`src/rtl/contention_pkg.sv`:
```
package contention_pkg;

  typedef enum logic [1:0] {
    VAR_FLAT     = 2'd0,
    VAR_PAGED    = 2'd1,
    VAR_LATE     = 2'd2,
    VAR_LATE_ALT = 2'd3
  } variant_e;

  // Code 3 is an alias of the late variant.
  function automatic variant_e norm_variant(input logic [1:0] v);
    variant_e r;
    r = variant_e'(v);
    if (r == VAR_LATE_ALT) r = VAR_LATE;
    return r;
  endfunction

  typedef struct packed {
    logic       on;
    logic [2:0] phase;
  } win_s;

endpackage

```
`src/rtl/contention_frame_timer.sv`:
```
module contention_frame_timer #(
  parameter int LINE_FLAT    = 224,
  parameter int LINE_PAGED   = 228,
  parameter int LINES_FLAT   = 312,
  parameter int LINES_PAGED  = 311,
  parameter int START_FLAT   = 14335,
  parameter int START_PAGED  = 14361,
  parameter int START_LATE   = 14365,
  parameter int ACTIVE_COLS  = 128,
  parameter int ACTIVE_LINES = 192,
  parameter int PAT_LEN      = 8,
  parameter int T_W          = 17
) (
  input  logic                         clk,
  input  logic                         rst_n,
  input  logic                         frame_irq,
  input  contention_pkg::variant_e     var_sel,
  output logic [T_W-1:0]               frame_pos,
  output logic                         win_on,
  output logic [$clog2(PAT_LEN)-1:0]   win_phase
);
  localparam int FRAME_FLAT  = LINE_FLAT * LINES_FLAT;
  localparam int FRAME_PAGED = LINE_PAGED * LINES_PAGED;
  localparam int MAX_LINE    = (LINE_FLAT > LINE_PAGED) ? LINE_FLAT : LINE_PAGED;
  localparam int COL_W       = $clog2(MAX_LINE);
  localparam int LN_W        = $clog2(ACTIVE_LINES);
  localparam int PH_W        = $clog2(PAT_LEN);

  logic [T_W-1:0]   t_q, t_next;
  logic [T_W-1:0]   frame_last, start_pos;
  logic [COL_W-1:0] line_last;
  logic             rel_valid_q;
  logic [COL_W-1:0] rel_col_q;
  logic [LN_W-1:0]  rel_line_q;

  // Geometry chosen by the variant.
  always_comb begin
    unique case (var_sel)
      contention_pkg::VAR_FLAT: begin
        frame_last = T_W'(FRAME_FLAT - 1);
        line_last  = COL_W'(LINE_FLAT - 1);
        start_pos  = T_W'(START_FLAT);
      end
      contention_pkg::VAR_PAGED: begin
        frame_last = T_W'(FRAME_PAGED - 1);
        line_last  = COL_W'(LINE_PAGED - 1);
        start_pos  = T_W'(START_PAGED);
      end
      default: begin
        frame_last = T_W'(FRAME_PAGED - 1);
        line_last  = COL_W'(LINE_PAGED - 1);
        start_pos  = T_W'(START_LATE);
      end
    endcase
  end

  assign t_next = (t_q >= frame_last) ? '0 : t_q + T_W'(1);

  // Frame counter plus a tracker of the position relative to the
  // first contended T-state, which avoids any division.
  always_ff @(posedge clk or negedge rst_n) begin
    if (!rst_n) begin
      t_q         <= '0;
      rel_valid_q <= 1'b0;
      rel_col_q   <= '0;
      rel_line_q  <= '0;
    end else if (frame_irq) begin
      t_q         <= '0;
      rel_valid_q <= 1'b0;
      rel_col_q   <= '0;
      rel_line_q  <= '0;
    end else begin
      t_q <= t_next;
      if (t_next == start_pos) begin
        rel_valid_q <= 1'b1;
        rel_col_q   <= '0;
        rel_line_q  <= '0;
      end else if (rel_valid_q) begin
        if (rel_col_q >= line_last) begin
          rel_col_q <= '0;
          if (rel_line_q == LN_W'(ACTIVE_LINES - 1)) begin
            rel_valid_q <= 1'b0;
            rel_line_q  <= '0;
          end else begin
            rel_line_q <= rel_line_q + LN_W'(1);
          end
        end else begin
          rel_col_q <= rel_col_q + COL_W'(1);
        end
      end
    end
  end

  assign frame_pos = t_q;
  assign win_on    = rel_valid_q && (rel_col_q < COL_W'(ACTIVE_COLS));
  assign win_phase = rel_col_q[PH_W-1:0];

endmodule

```
`src/rtl/contention_addr_qual.sv`:
```
module contention_addr_qual #(
  parameter int BANK_W = 3
) (
  input  logic [1:0]                 region,
  input  logic [BANK_W-1:0]          upper_bank,
  input  logic                       mem_req,
  input  contention_pkg::variant_e   var_sel,
  output logic                       contended
);
  localparam int NBANKS = 1 << BANK_W;

  logic [NBANKS-1:0] paged_mask, late_mask;
  logic              upper_hit;

  // Paged variant: odd banks. Late variant: upper half of the banks.
  genvar b;
  generate
    for (b = 0; b < NBANKS; b++) begin : g_mask
      assign paged_mask[b] = (b % 2) == 1;
      assign late_mask[b]  = b >= (NBANKS / 2);
    end
  endgenerate

  always_comb begin
    unique case (var_sel)
      contention_pkg::VAR_FLAT:  upper_hit = 1'b0;
      contention_pkg::VAR_PAGED: upper_hit = paged_mask[upper_bank];
      default:                   upper_hit = late_mask[upper_bank];
    endcase
  end

  always_comb begin
    unique case (region)
      2'b01:   contended = 1'b1;
      2'b11:   contended = upper_hit;
      default: contended = 1'b0;
    endcase
    if (var_sel == contention_pkg::VAR_LATE && !mem_req) contended = 1'b0;
  end

endmodule

```
`src/rtl/contention_pattern.sv`:
```
module contention_pattern #(
  parameter int PAT_LEN   = 8,
  parameter int MAX_DELAY = 6,
  parameter int D_W       = 3
) (
  input  logic [$clog2(PAT_LEN)-1:0] phase,
  output logic [D_W-1:0]             value
);
  logic [D_W-1:0] lut [PAT_LEN];

  // A descending ramp from MAX_DELAY, then zeros until the period ends.
  genvar i;
  generate
    for (i = 0; i < PAT_LEN; i++) begin : g_lut
      if (i < MAX_DELAY) begin : g_ramp
        assign lut[i] = D_W'(MAX_DELAY - i);
      end else begin : g_zero
        assign lut[i] = '0;
      end
    end
  endgenerate

  assign value = lut[phase];

endmodule

```
`src/rtl/contention_delay_gen.sv`:
```
module contention_delay_gen #(
  parameter int ADDR_W       = 16,
  parameter int BANK_W       = 3,
  parameter int LINE_FLAT    = 224,
  parameter int LINE_PAGED   = 228,
  parameter int LINES_FLAT   = 312,
  parameter int LINES_PAGED  = 311,
  parameter int START_FLAT   = 14335,
  parameter int START_PAGED  = 14361,
  parameter int START_LATE   = 14365,
  parameter int ACTIVE_COLS  = 128,
  parameter int ACTIVE_LINES = 192,
  parameter int PAT_LEN      = 8,
  parameter int MAX_DELAY    = 6,
  localparam int D_W = $clog2(MAX_DELAY + 1),
  localparam int T_W = $clog2(((LINE_FLAT * LINES_FLAT) > (LINE_PAGED * LINES_PAGED))
                              ? (LINE_FLAT * LINES_FLAT) : (LINE_PAGED * LINES_PAGED))
) (
  input  logic              clk,
  input  logic              rst_n,
  input  logic              frame_irq,
  input  logic [1:0]        variant,
  input  logic [ADDR_W-1:0] cpu_addr,
  input  logic [BANK_W-1:0] upper_bank,
  input  logic              mem_req,
  output logic [D_W-1:0]    delay,
  output logic [T_W-1:0]    frame_pos
);
  localparam int PH_W = $clog2(PAT_LEN);

  contention_pkg::variant_e var_sel;
  logic                     win_on;
  logic [PH_W-1:0]          win_phase;
  logic                     contended;
  logic [D_W-1:0]           pat_val;
  logic [D_W-1:0]           delay_d, delay_q;
  logic                     unused_addr_bits;

  assign var_sel          = contention_pkg::norm_variant(variant);
  assign unused_addr_bits = ^cpu_addr[ADDR_W-3:0];

  contention_frame_timer #(
    .LINE_FLAT   (LINE_FLAT),
    .LINE_PAGED  (LINE_PAGED),
    .LINES_FLAT  (LINES_FLAT),
    .LINES_PAGED (LINES_PAGED),
    .START_FLAT  (START_FLAT),
    .START_PAGED (START_PAGED),
    .START_LATE  (START_LATE),
    .ACTIVE_COLS (ACTIVE_COLS),
    .ACTIVE_LINES(ACTIVE_LINES),
    .PAT_LEN     (PAT_LEN),
    .T_W         (T_W)
  ) timer_i (
    .clk      (clk),
    .rst_n    (rst_n),
    .frame_irq(frame_irq),
    .var_sel  (var_sel),
    .frame_pos(frame_pos),
    .win_on   (win_on),
    .win_phase(win_phase)
  );

  contention_addr_qual #(
    .BANK_W(BANK_W)
  ) qual_i (
    .region    (cpu_addr[ADDR_W-1 -: 2]),
    .upper_bank(upper_bank),
    .mem_req   (mem_req),
    .var_sel   (var_sel),
    .contended (contended)
  );

  contention_pattern #(
    .PAT_LEN  (PAT_LEN),
    .MAX_DELAY(MAX_DELAY),
    .D_W      (D_W)
  ) pat_i (
    .phase(win_phase),
    .value(pat_val)
  );

  assign delay_d = (win_on && contended) ? pat_val : '0;

  always_ff @(posedge clk or negedge rst_n) begin
    if (!rst_n) delay_q <= '0;
    else        delay_q <= delay_d;
  end

  assign delay = delay_q;

endmodule

```
`config.mk`:
```
export PLATFORM = sky130hd
export DESIGN_NAME = contention_delay_gen
export DESIGN_NICKNAME = d
export VERILOG_FILES = /design/src/rtl/contention_pkg.sv /design/src/rtl/contention_frame_timer.sv /design/src/rtl/contention_addr_qual.sv /design/src/rtl/contention_pattern.sv /design/src/rtl/contention_delay_gen.sv
export SDC_FILE = /design/constraint.sdc
export NUM_CORES = 1
export LEC_CHECK = 0
export BUFFER_PORTS_ARGS = -buffer_cell sky130_fd_sc_hd__buf_4
export CAP_MARGIN = 25
export CORE_MARGIN = 5
export CORE_UTILIZATION = 48
export DETAILED_ROUTE_END_ITERATION = 12
export MAX_ROUTING_LAYER = met4
export PLACE_DENSITY = 0.71
export SLEW_MARGIN = 20
export SYNTH_ARGS = -nofsm -noshare
export SYNTH_HDL_FRONTEND = slang
export SYNTH_SLANG_ARGS = --single-unit
```
`constraint.sdc`:
```
create_clock -name clk -period 3.7 [get_ports clk]
set_clock_uncertainty 0.15 [all_clocks]
set_input_delay 0.555 -clock clk [delete_from_list [all_inputs] [get_ports clk]]
set_output_delay 0.555 -clock clk [all_outputs]
set_load 0.1 [all_outputs]
```
# Word-level counts from Yosys, hierarchy flattened
# Memories as Yosys holds them, arrays and structs flattened.
# Cells that the tools add are included.
dict set report totals {
  regBits 37
  romBits 40
  inputBits 25
  output_inout_bits 20
  wordCells 60
  mem_count 3
}
dict set report op_classes {
  n_addsub 3
  magnitude_cmp 5
  n_eq_ne 7
  muxes 28
  bitwise 1
  reduce_logical 8
}
# name depth width rd rd_clocked_by_memory_dff write_ports line
set memory_table {}
lappend memory_table {{(no name shown)} 8 3 1 0 0 contention_pattern.sv:23} ;# assign value = lut[phase];
lappend memory_table {{(no name shown)} 8 1 1 0 0 contention_addr_qual.sv:27} ;# contention_pkg::VAR_PAGED: upper_hit = paged_mask[upper_bank];
lappend memory_table {{(no name shown)} 8 1 1 0 0 contention_addr_qual.sv:28} ;# default: upper_hit = late_mask[upper_bank];
# operator n
set op_table {}
lappend op_table {{8-bit 2-to-1 mux} 9}
lappend op_table {{17-bit 2-to-1 mux} 2}
lappend op_table {{12-bit one-hot mux with 2 select lines} 1}
lappend op_table {{17-bit by 1-bit adder with 17-bit output, second input constant} 1}
lappend op_table {{17-bit by 14-bit equality test with 1-bit output} 1}
lappend op_table {{17-bit greater-or-equal comparator} 1}
lappend op_table {{8-bit by 1-bit adder with 8-bit output, second input constant} 2}
lappend op_table {{11-bit 2-to-1 mux} 1}
lappend op_table {{3-bit 2-to-1 mux} 3}
lappend op_table {{8-bit equality test, second input constant} 1}
lappend op_table {{8-bit greater-or-equal comparator} 1}
lappend op_table {{8-bit < comparator, second input constant} 1}
lappend op_table {{1-bit 2-to-1 mux} 8}
lappend op_table {{2-bit equality test, second input constant} 3}
lappend op_table {{6-bit 2-to-1 mux} 1}
lappend op_table {{3-bit nonzero test} 2}
lappend op_table {{2-bit by 1-bit equality test with 1-bit output, second input constant} 2}
lappend op_table {{4-bit greater-or-equal comparator, second input constant} 1}
lappend op_table {{3-bit by 4-bit < comparator with 1-bit output, second input constant} 1}
lappend op_table {{3-bit NOT with 4-bit output} 1}
lappend op_table {{1-bit one-hot mux with 2 select lines} 2}
lappend op_table {{1-bit logical AND} 3}
lappend op_table {{2-bit zero test} 1}
lappend op_table {{2-bit 2-to-1 mux} 1}
lappend op_table {{other kinds (2)} 2}

# Longest topological paths before layout
# Gate-level depths: netlist of run 1.
dict set report depth {
  ltp_word 9
  mapped_depth 10
  depth_no_buf 9
}

# By module
# A second synthesis of run 1 with hierarchy kept.
dict set report unflattened {
  hier_cells 265
  area_unflattened_um2 2439.8
}
# mod n_inst cells_each area_per_inst_um2 seq_area_each_um2
set by_module_without_submodules {}
lappend by_module_without_submodules {contention_frame_timer 1 242 2235.9 850.8}
lappend by_module_without_submodules {contention_delay_gen 1 8 103.8 75.1}
lappend by_module_without_submodules {contention_pattern 1 10 71.3 0.0}
lappend by_module_without_submodules {contention_addr_qual 1 5 28.8 0.0}

# Worst setup path after synthesis of run 1
# Ideal clock, no wire load.
dict set report synth_timing {
  path_kind {register -> register}
  startpoint {register timer_i.t_q[0] (netlist: timer_i.frame_pos[0])}
  endpoint {register timer_i.rel_col_q[1]}
  setup_time_ns 0.082
  arrival_ns 2.832
  required_ns 3.468
  setup_slack_ns 0.637
  path_stages_with_launch 10
  n_path_buf 2
  period_less_slack_ns 3.063
  path_cell_list {dfrtp_1 ha_1 nand3_2 or3_1 o2111a_1 o2111a_1 o2111a_1 buf_6 buf_12 nor3_2}
}
dict set report synth_between {
  elab_chain_len 5
  elab_cells_between_ends 7
  cone_classes {1 x add/sub; 1 x order compare; 1 x eq/ne; 3 x mux; 1 x reduce/logical}
}
# item line
set synth_rtl {}
lappend synth_rtl {{start, declared} contention_frame_timer.sv:29} ;# logic [T_W-1:0] t_q, t_next;
lappend synth_rtl {{start signal, assigned} contention_frame_timer.sv:73} ;# t_q <= t_next;
lappend synth_rtl {{17-bit by 1-bit adder with 17-bit output or 17-bit greater-or-equal comparator (tied branches)} contention_frame_timer.sv:57} ;# assign t_next = (t_q >= frame_last) ? '0 : t_q + T_W'(1);
lappend synth_rtl {{17-bit 2-to-1 mux *} contention_frame_timer.sv:57}
lappend synth_rtl {{17-bit by 14-bit equality test with 1-bit output *} contention_frame_timer.sv:74} ;# if (t_next == start_pos) begin
lappend synth_rtl {{8-bit 2-to-1 mux} contention_frame_timer.sv:74}
lappend synth_rtl {{8-bit 2-to-1 mux} contention_frame_timer.sv:67} ;# end else if (frame_irq) begin
lappend synth_rtl {{end signal, assigned} contention_frame_timer.sv:88} ;# rel_col_q <= rel_col_q + COL_W'(1);
lappend synth_rtl {{end, declared} contention_frame_timer.sv:33} ;# logic [COL_W-1:0] rel_col_q;
# Mark *: on every way between the ends. The rest lies on a longest branch, timed or not.
# A chain may end at the register's enable or synchronous reset.

# Final worst setup path of run 1
dict set report layout_timing {
  startpoint {register timer_i.t_q[0] (netlist: timer_i.frame_pos[0])}
  endpoint {register timer_i.rel_col_q[2]}
}
# The elaborated chain is that of the path after synthesis.

==> results of run 1 <==
[layout by cell type (no fill, tap or decap), types with 6 or more instances in the layout]
cell       n
and3_1     6
inv_1      9
nor3_2    11
nor4b_1    7
ha_1      10
nor3_1    12
xnor2_1   10
dfrtp_1   37
a21oi_1   13
nor2_1    32
xor2_1     6
buf_4     32
nand3_1   13
nand2_1   12
o21ai_0   12
clkbuf_8   6
[final cells by class]
cell class | count | area (um^2)
sequential | 37 | 926
fill | 466 | 2280
multi-input combinational | 206 | 1450
clock buffer | 7 | 86.3
tap | 70 | 87.6
inverter | 10 | 37.5
timing repair buffer | 32 | 240
[power groups by stage]
stage / combinational (W) / clock (W) / sequential, W
after floorplan: 0.0000297 / 0 / 0.000441
after global placement: 0.0000760 / 0 / 0.000424
after detailed placement: 0.0000767 / 0 / 0.000424
after CTS: 0.0000770 / 0.000297 / 0.000416
after global routing: 0.0000833 / 0.000313 / 0.000417
final: 0.0000756 / 0.000290 / 0.000416
[worst max path at each step]
stage          slack [ns]               endpoint            startpoint  cells after the start
2_1_floorplan        0.64   timer_i.rel_col_q[1]  timer_i.frame_pos[0]                      9
3_3_place_gp         0.75   timer_i.rel_col_q[5]            variant[1]                     11
3_5_place_dp         0.68   timer_i.rel_col_q[5]            variant[1]                     11
4_1_cts              0.91  timer_i.rel_line_q[6]  timer_i.frame_pos[0]                      8
5_1_grt              0.71  timer_i.rel_line_q[7]  timer_i.frame_pos[0]                      8
6_report             0.92   timer_i.rel_col_q[2]  timer_i.frame_pos[0]                      8
[sequential cells by signal, summed over array words and instances, names as in the netlist]
register and count:
timer_i.rel_valid_q 1, timer_i.rel_col_q 8, timer_i.frame_pos 17, timer_i.rel_line_q 8, delay 3
[cells by family (layout without fill, tap and decap cells)]
logic type / after synthesis / count (layout) / share of synthesized area, %
and+or+nand+nor: 118 / 118 / 28.9
muxes: 5 / 5 / 1.99
AOI/OAI and AO/OA: 57 / 57 / 16.1
buffers and inverters: 28 / 49 / 5.53
xor gates and xnor gates: 16 / 16 / 5.58
adders and majority gates: 10 / 10 / 4.99
DFF: 37 / 37 / 36.9
[worst max-delay path, stage by stage, from the launching register on]
cell,delay [ns]
dfrtp_1,0.51
ha_1,0.34
nand3_2,0.25
nor3_1,0.24
o21ai_0,0.13
a2111oi_0,0.44
o2111a_1,0.23
buf_4,0.26
nor3b_1,0.09
[layer usage]
metal	vias up	track usage, %
li1	1031	-
met1	1014	23.1
met2	48	27.8
met3	7	3.47
met4	0	4.32
met5	-	-
[metrics by stage]
stage | setup slack, ns | std cells
after floorplan | 0.637 | 271
after detailed placement | 0.678 | 355
after global placement | 0.752 | 355
after global routing | 0.707 | 362
after CTS | 0.913 | 362
final | 0.920 | 362
==> qor.yml, run 1 <==
critPathMaxFanout: 17
hold_ws_ns: 0.0707
rows: 26
grt_max_degree: 38
top_layer_used: "met4"
first_pass_iters: 4
yosys_register_bits: 37
diodes: 0
vias_per_cell: 5.80
syn-cell-area_um2: 2510
post-route-util_pct: 55.3
grt_first_pass_wirelength_um: 9120
cts_tree: "done"
synth_ff_type: "dfrtp_1"
vias: 2100
post_drt_wl_per_cell_um: 14.7
die_area_um2: 6770
synthCells: 271
fmax_ghz: 0.360
root_buffer: "clkbuf_8"
fin_crit_sh_pct: 75.1
worstPathArrival_ns: 2.79
synth_edf_count: 0
hold_viol: 0
place.gp.congestion: 0.871
synth_warnings: 0
worstSkewPairLatency_ns: 0.29
h-tree-depth: 2
overflow: 0
postCtsHoldBufs: 0
reg2reg_setup_slack_ns: 0.92
synth_top_area_cell: "dfrtp_1"
drive_gt1_share_pct: 20.5
grtUsageTotal_pct: 17.6
synth_top_area_share_pct: 36.9
slew_headroom_pct: 68.5
cts_resized: 0
drc: 0
cts.sinks: 37
synth.avg_cell_area_um2: 9.26
combPwrFrac_pct: 9.7
setup_viol: 0
initial_core_util_pct: 49.1
p_int_w: 0.000579
synth_area_leaders: "dfrtp_1, ha_1, nor2_1"
drt_iter0_markers: 126
rsz0062_at_grt: "false"
p_leak_nw: 1.22
startpoint_type: "flop"
port_buffers: 29
yosysSeqAreaShare_pct: 36.9
layout-area-overhead-vs-synth_pct: 12.5
switching_share_pct: 25.9
dr_wl_met2_um: 2460
die_x_um: 82.3
grt_pass1_vias: 1985
required_ns: 3.71
power.density_nw_per_um2: 277
total_power_w: 0.000782
maxCapViolCount: 0
routed_wirelength_um: 5330
numCtsBuffers: 5
route.met3.wl_um: 283
synth_cell_types: 61
clockBufferDepth: 2
status: "complete, no violations"
period_needed_ns: 2.78
clkTransAtPathRegs_ns: 0.08
antenna_found_initial: 0
power.net_switching_w: 0.000203
num-nets-final: 327
synth_fp_nets: 306
r2r-end: "timer_i.rel_col_q[2]"
synth_common_cells: "dfrtp_1, nor2_1, a21oi_1, nand3_1"
cts_setup_buffers: 0
final_antenna_net_count: 0
final-max-slew-violation-count: 0
worst_pin_slew_ns: 0.473
yosysMostFrequentCell: "dfrtp_1"
io-pin-count: 45
core_region_area_um2: 5110
hold_class: "in2async"
wl_met1_um: 2530
critPathKind: "reg2reg"
dp_hpwl_um: 3730
p_clk_share_pct: 37.1
reg2reg_depth: 8
die_h_um: 82.3
async_reset_ff_share_pct: 100
placed_cell_area_um2: 2740
power_frac_seq_pct: 53.2
stdcell_area_um2: 2820
crit_path_end_kind: "flop"
finalSetupTns_ns: 0
irDropWorstVdd_mv: 0.152
r2r-start: "timer_i.frame_pos[0]"
No activity file was read; power rests on OpenSTA's default activity.
==> run 2, diff against run 1 <==
PLACE_DENSITY = 0.74   (was 0.71)
clock period = 2.4 ns   (was 3.7 ns; I/O delays follow)
==> run 2 against run 1 <==
Effect of this change:
- combinational power grew 110%
- the flow now finishes with violations (setup timing)
- flip-flop and latch count did not move
- hold slack improved by 0.19 ns
- largest cell class unchanged
- core utilization rose by 7.9 points
- sequential power grew 54%
==> qor.yml, run 2 (same netlist as run 1, synthesis figures left out) <==
hold_class: "in2reg"
final-max-slew-violation-count: 0
status: "complete, but fails checks"
cts.sinks: 37
maxCapViolCount: 0
startpoint: "timer_i.frame_pos[0]"
power.density_nw_per_um2: 389
critPathMaxFanout: 9
required_ns: 2.44
rsz0062_at_grt: "true"
switching_share_pct: 26.3
worstHoldStart: "cpu_addr[15]"
port_buffers: 29
slew_headroom_pct: 67.9
setup_viol: 16
combPwrFrac_pct: 12.5
grt_pass1_vias: 2192
cts_tree: "done"
startpoint_type: "flop"
drive_gt1_share_pct: 35.5
hold_viol: 0
num-nets-final: 358
vias_per_cell: 5.74
finalSetupTns_ns: -0.492
irDropWorstVdd_mv: 0.249
die_area_um2: 6770
core_region_area_um2: 5110
reg2reg_depth: 9
hold-path-cell-count: 3
whs_endpoint: "delay[0]"
diodes: 0
drt_iter0_markers: 157
root_buffer: "clkbuf_8"
post-route-util_pct: 63.2
crit_path_end_kind: "flop"
clkTransAtPathRegs_ns: 0.07
power_frac_seq_pct: 50.9
dp.cells: 382
worst_pin_slew_ns: 0.482
layout_commonest_cell: "buf_4"
crit_path_top_delay_cell: "dfrtp_4"
worstPathArrival_ns: 2.51
post_drt_wl_per_cell_um: 15.8
layout.cells.non_filler: 394
place.gp.congestion: 0.874
h-tree-depth: 2
drc: 0
setup_ws_ns: -0.0749
r2r-end: "timer_i.rel_valid_q"
vias: 2262
layout_common_cells: "buf_4, nor2_1, dfrtp_1"
period_needed_ns: 2.47
grtUsageTotal_pct: 20.0
p_int_w: 0.000925
grt_first_pass_wirelength_um: 10200
power.net_switching_w: 0.000330
violations: "setup timing"
numCtsBuffers: 5
hold_ws_ns: 0.257
routed_wirelength_um: 6220
worstSkewPairLatency_ns: 0.30
die_x_um: 82.3
crit_chain: "ha_4 > a21o_1 > a211oi_2 > nor4b_2 > buf_4 > o2111a_1 > o2111a_2 > buf_12 > o21ba_2"
fmax_ghz: 0.404
io-pin-count: 45
final_antenna_net_count: 0
clockBufferDepth: 2
grt_max_degree: 38
largest_reg_flops: 17
antenna_found_initial: 0
p_clk_share_pct: 36.6
p_leak_nw: 1.35
dp_hpwl_um: 4370
first_pass_iters: 4
critPathKind: "reg2reg"
r2r-start: "timer_i.frame_pos[0]"
fin_crit_sh_pct: 103
rows: 26
overflow: 0
initial_core_util_pct: 49.1
die_h_um: 82.3
layout-area-overhead-vs-synth_pct: 28.5
reg2reg_setup_slack_ns: -0.07
slowest_delay_ns: 0.51
run 2: changes by cell type in the layout (fill, tap and decap cells not counted), sizes merged:
cell	delta
dlygate4sd3	+1
buf	+29
clkbuf	+2
run 2: repair_timing:
item	in CTS	in global routing
setup endpoints to repair	17	17
hold buffers	1	0
cloned	0	1
endpoints found under the hold margin	37	0
gates resized for setup	2	9
pin swaps	0	2
buffers inserted	1	1
run 2: worst max-delay path by stage:
stage / depth (start not counted) / slack, ns / to
after global routing: 9 / -0.17 / timer_i.rel_valid_q
after detailed placement: 11 / -0.26 / timer_i.rel_col_q[3]
final: 9 / -0.07 / timer_i.rel_valid_q
after CTS: 8 / -0.03 / timer_i.rel_col_q[7]
after floorplan: 9 / -0.11 / timer_i.rel_col_q[1]
after global placement: 10 / -0.19 / timer_i.rel_col_q[0]
run 2: per-layer routing:
layer | track usage [%] | vias to the layer above | part of all wire [%] | wire length, um
met5 | - | - | 0 | 0
met4 | 6.31 | 0 | 1.5 | 95
met3 | 3.90 | 7 | 4.3 | 269
met2 | 34.6 | 58 | 52 | 3210
met1 | 23.2 | 1108 | 43 | 2650
li1 | - | 1089 | - | -
run 2: area by class of cell:
type / count / area, um^2
clock buffer: 8 / 90.1
multi-input combinational: 206 / 1530
tap: 70 / 87.6
timing repair buffer: 63 / 505
inverter: 10 / 37.5
fill: 453 / 1880
sequential: 37 / 976
run 2: worst max-delay path, delay by kind of cell, from the launching register on:
| kind | cells | cell delay (ns) |
|---|---|---|
| flops | 1 | 0.51 |
| buf+inv | 2 | 0.31 |
| compound gates | 5 | 1.12 |
| simple gates | 1 | 0.10 |
| fa+ha+maj | 1 | 0.18 |
run 2: per-stage QoR:
| stage | cell area [um^2] | total power, W | setup WS (ns) |
|---|---|---|---|
| global route | 3230 | 0.00131 | -0.165 |
| floorplan | 2640 | 0.000737 | -0.108 |
| finish | 3230 | 0.00126 | -0.0749 |
| detailed placement | 3040 | 0.000801 | -0.259 |
| global placement | 3040 | 0.000799 | -0.194 |
| CTS | 3150 | 0.00126 | -0.0342 |
run 2: power by group through the flow:
stage | Combinational (W) | Sequential (W) | Clock [W]
2_1_floorplan | 0.0000519 | 0.000686 | 0
3_3_place_gp | 0.000148 | 0.000651 | 0
3_5_place_dp | 0.000150 | 0.000651 | 0
4_1_cts | 0.000153 | 0.000638 | 0.000469
5_1_grt | 0.000170 | 0.000640 | 0.000498
6_report | 0.000157 | 0.000639 | 0.000460
==> run 3, diff against run 2 <==
RECOVER_POWER = 25   (was default)
==> run 3 against run 2 <==
Effect of this change:
- the run still ends with setup timing left
- die area is the same
- wire length is the same
- critical path depth is the same
- sequential share of layout area is essentially flat
- worst setup slack is essentially flat
- clock power is essentially flat
- non-clock buffer count is the same
- critical path type unchanged
- highest routed layer unchanged
==> qor.yml, run 3 (same netlist as run 1, synthesis figures left out) <==
status: "complete, but fails checks"
violations: "setup timing"
crit_buf_inv: 2
die_area_um2: 6770
required_ns: 2.44
slew_headroom_pct: 36.9
largest_reg_flops: 17
layout_common_cells: "buf_4, nor2_1, dfrtp_1"
power.density_nw_per_um2: 389
rsz0062_at_grt: "true"
routed_wirelength_um: 6220
total_power_w: 0.00125
cp_top_family: "compound AO/OA/AOI/OAI gates"
r2r-end: "timer_i.rel_valid_q"
die_h_um: 82.3
drive_gt1_share_pct: 35.5
final_antenna_net_count: 0
layout-area-overhead-vs-synth_pct: 28.4
fin_crit_sh_pct: 103
diodes: 0
p_leak_nw: 1.35
drc: 0
overflow: 0
setup_ws_ns: -0.0749
maxCapViolCount: 0
whs_endpoint: "delay[0]"
layout_commonest_cell: "buf_4"
dp_hpwl_um: 4370
clockBufferDepth: 2
vias_per_cell: 5.74
die_x_um: 82.3
irDropWorstVdd_mv: 0.249
startpoint_type: "flop"
period_needed_ns: 2.47
setup_viol: 16
core_region_area_um2: 5110
rows: 26
initial_core_util_pct: 49.1
grt_pass1_vias: 2192
io-pin-count: 45
root_buffer: "clkbuf_8"
crit_chain: "ha_4 > a21o_1 > a211oi_2 > nor4b_2 > buf_4 > o2111a_1 > o2111a_2 > buf_12 > o21ba_2"
drt_iter0_markers: 157
critPathMaxFanout: 9
fmax_ghz: 0.404
post-route-util_pct: 63.1
post_drt_wl_per_cell_um: 15.8
grt_first_pass_wirelength_um: 10200
hold_class: "in2reg"
first_pass_iters: 4
num-nets-final: 358
finalSetupTns_ns: -0.492
hold_viol: 0
numCtsBuffers: 5
worstHoldStart: "cpu_addr[15]"
grt_max_degree: 38
clkTransAtPathRegs_ns: 0.07
worstPathArrival_ns: 2.51
final-max-slew-violation-count: 0
h-tree-depth: 2
r2r-start: "timer_i.frame_pos[0]"
reg2reg_depth: 9
cts.sinks: 37
worstSkewPairLatency_ns: 0.30
cts_tree: "done"
slowest_delay_ns: 0.51
place.gp.congestion: 0.874
worst_pin_slew_ns: 0.947
vias: 2263
antenna_found_initial: 0
crit_path_end_kind: "flop"
hold-path-cell-count: 3
critPathKind: "reg2reg"
crit_path_top_delay_cell: "dfrtp_4"
grtUsageTotal_pct: 20.0
reg2reg_setup_slack_ns: -0.07
port_buffers: 29
[run 3: worst reg2reg max path, delay by kind of cell (launching register included)]
kind | cells | cell delay (ns)
adder cells (fa/ha/maj) | 1 | 0.18
buffers and inverters | 2 | 0.31
flip-flops | 1 | 0.51
AO/OA/AOI/OAI | 5 | 1.13
AND/OR/NAND/NOR | 1 | 0.10
[run 3: power breakdown]
| group | internal (W) | leakage (nW) | switching (W) |
|---|---|---|---|
| registers | 0.000631 | 0.485 | 0.00000777 |
| clock network | 0.000234 | 0.0455 | 0.000225 |
| logic | 0.0000589 | 0.820 | 0.0000974 |
| total | 0.000924 | 1.35 | 0.000330 |
[run 3: stage by stage]
| stage | instances | worst slack, ns | hold slack [ns] | area [um^2] |
|---|---|---|---|---|
| after global placement | 382 | -0.194 | 0.205 | 3040 |
| final | 394 | -0.0749 | 0.257 | 3220 |
| after global routing | 394 | -0.165 | 0.261 | 3220 |
| after CTS | 392 | -0.0342 | 0.259 | 3150 |
| after floorplan | 271 | -0.108 | -0.0856 | 2640 |
| after detailed placement | 382 | -0.259 | 0.211 | 3040 |
[run 3: what timing repair did]
action / CTS / global route
buffers inserted: 1 / 1
hold endpoints to repair: 37 / 0
endpoints found under the setup margin: 17 / 17
pin swaps: 0 / 2
hold buffers: 1 / 0
cloned: 0 / 1
resized for setup: 2 / 9
[run 3: layer usage]
metal,vias to the layer above,wire [um],global-route usage [%]
met5,-,0,-
met4,0,95,6.31
met3,7,269,3.90
met2,58,3210,34.6
met1,1109,2650,23.2
li1,1089,-,-
[run 3: worst max path at each step]
stage                    startpoint                   end  slack (ns)  cells past startpoint
6_report       timer_i.frame_pos[0]   timer_i.rel_valid_q       -0.07                      9
5_1_grt        timer_i.frame_pos[0]   timer_i.rel_valid_q       -0.17                      9
4_1_cts        timer_i.frame_pos[0]  timer_i.rel_col_q[7]       -0.03                      8
3_5_place_dp             variant[1]  timer_i.rel_col_q[3]       -0.26                     11
3_3_place_gp             variant[1]  timer_i.rel_col_q[0]       -0.19                     10
2_1_floorplan  timer_i.frame_pos[0]  timer_i.rel_col_q[1]       -0.11                      9
[run 3: cell type report]
class / count / area (um^2)
clock buffers: 8 / 90.1
fillers: 454 / 1880
inverters: 10 / 37.5
multi-input cells: 206 / 1530
flip-flops and latches: 37 / 976
well taps: 70 / 87.6
repair buffers: 63 / 503
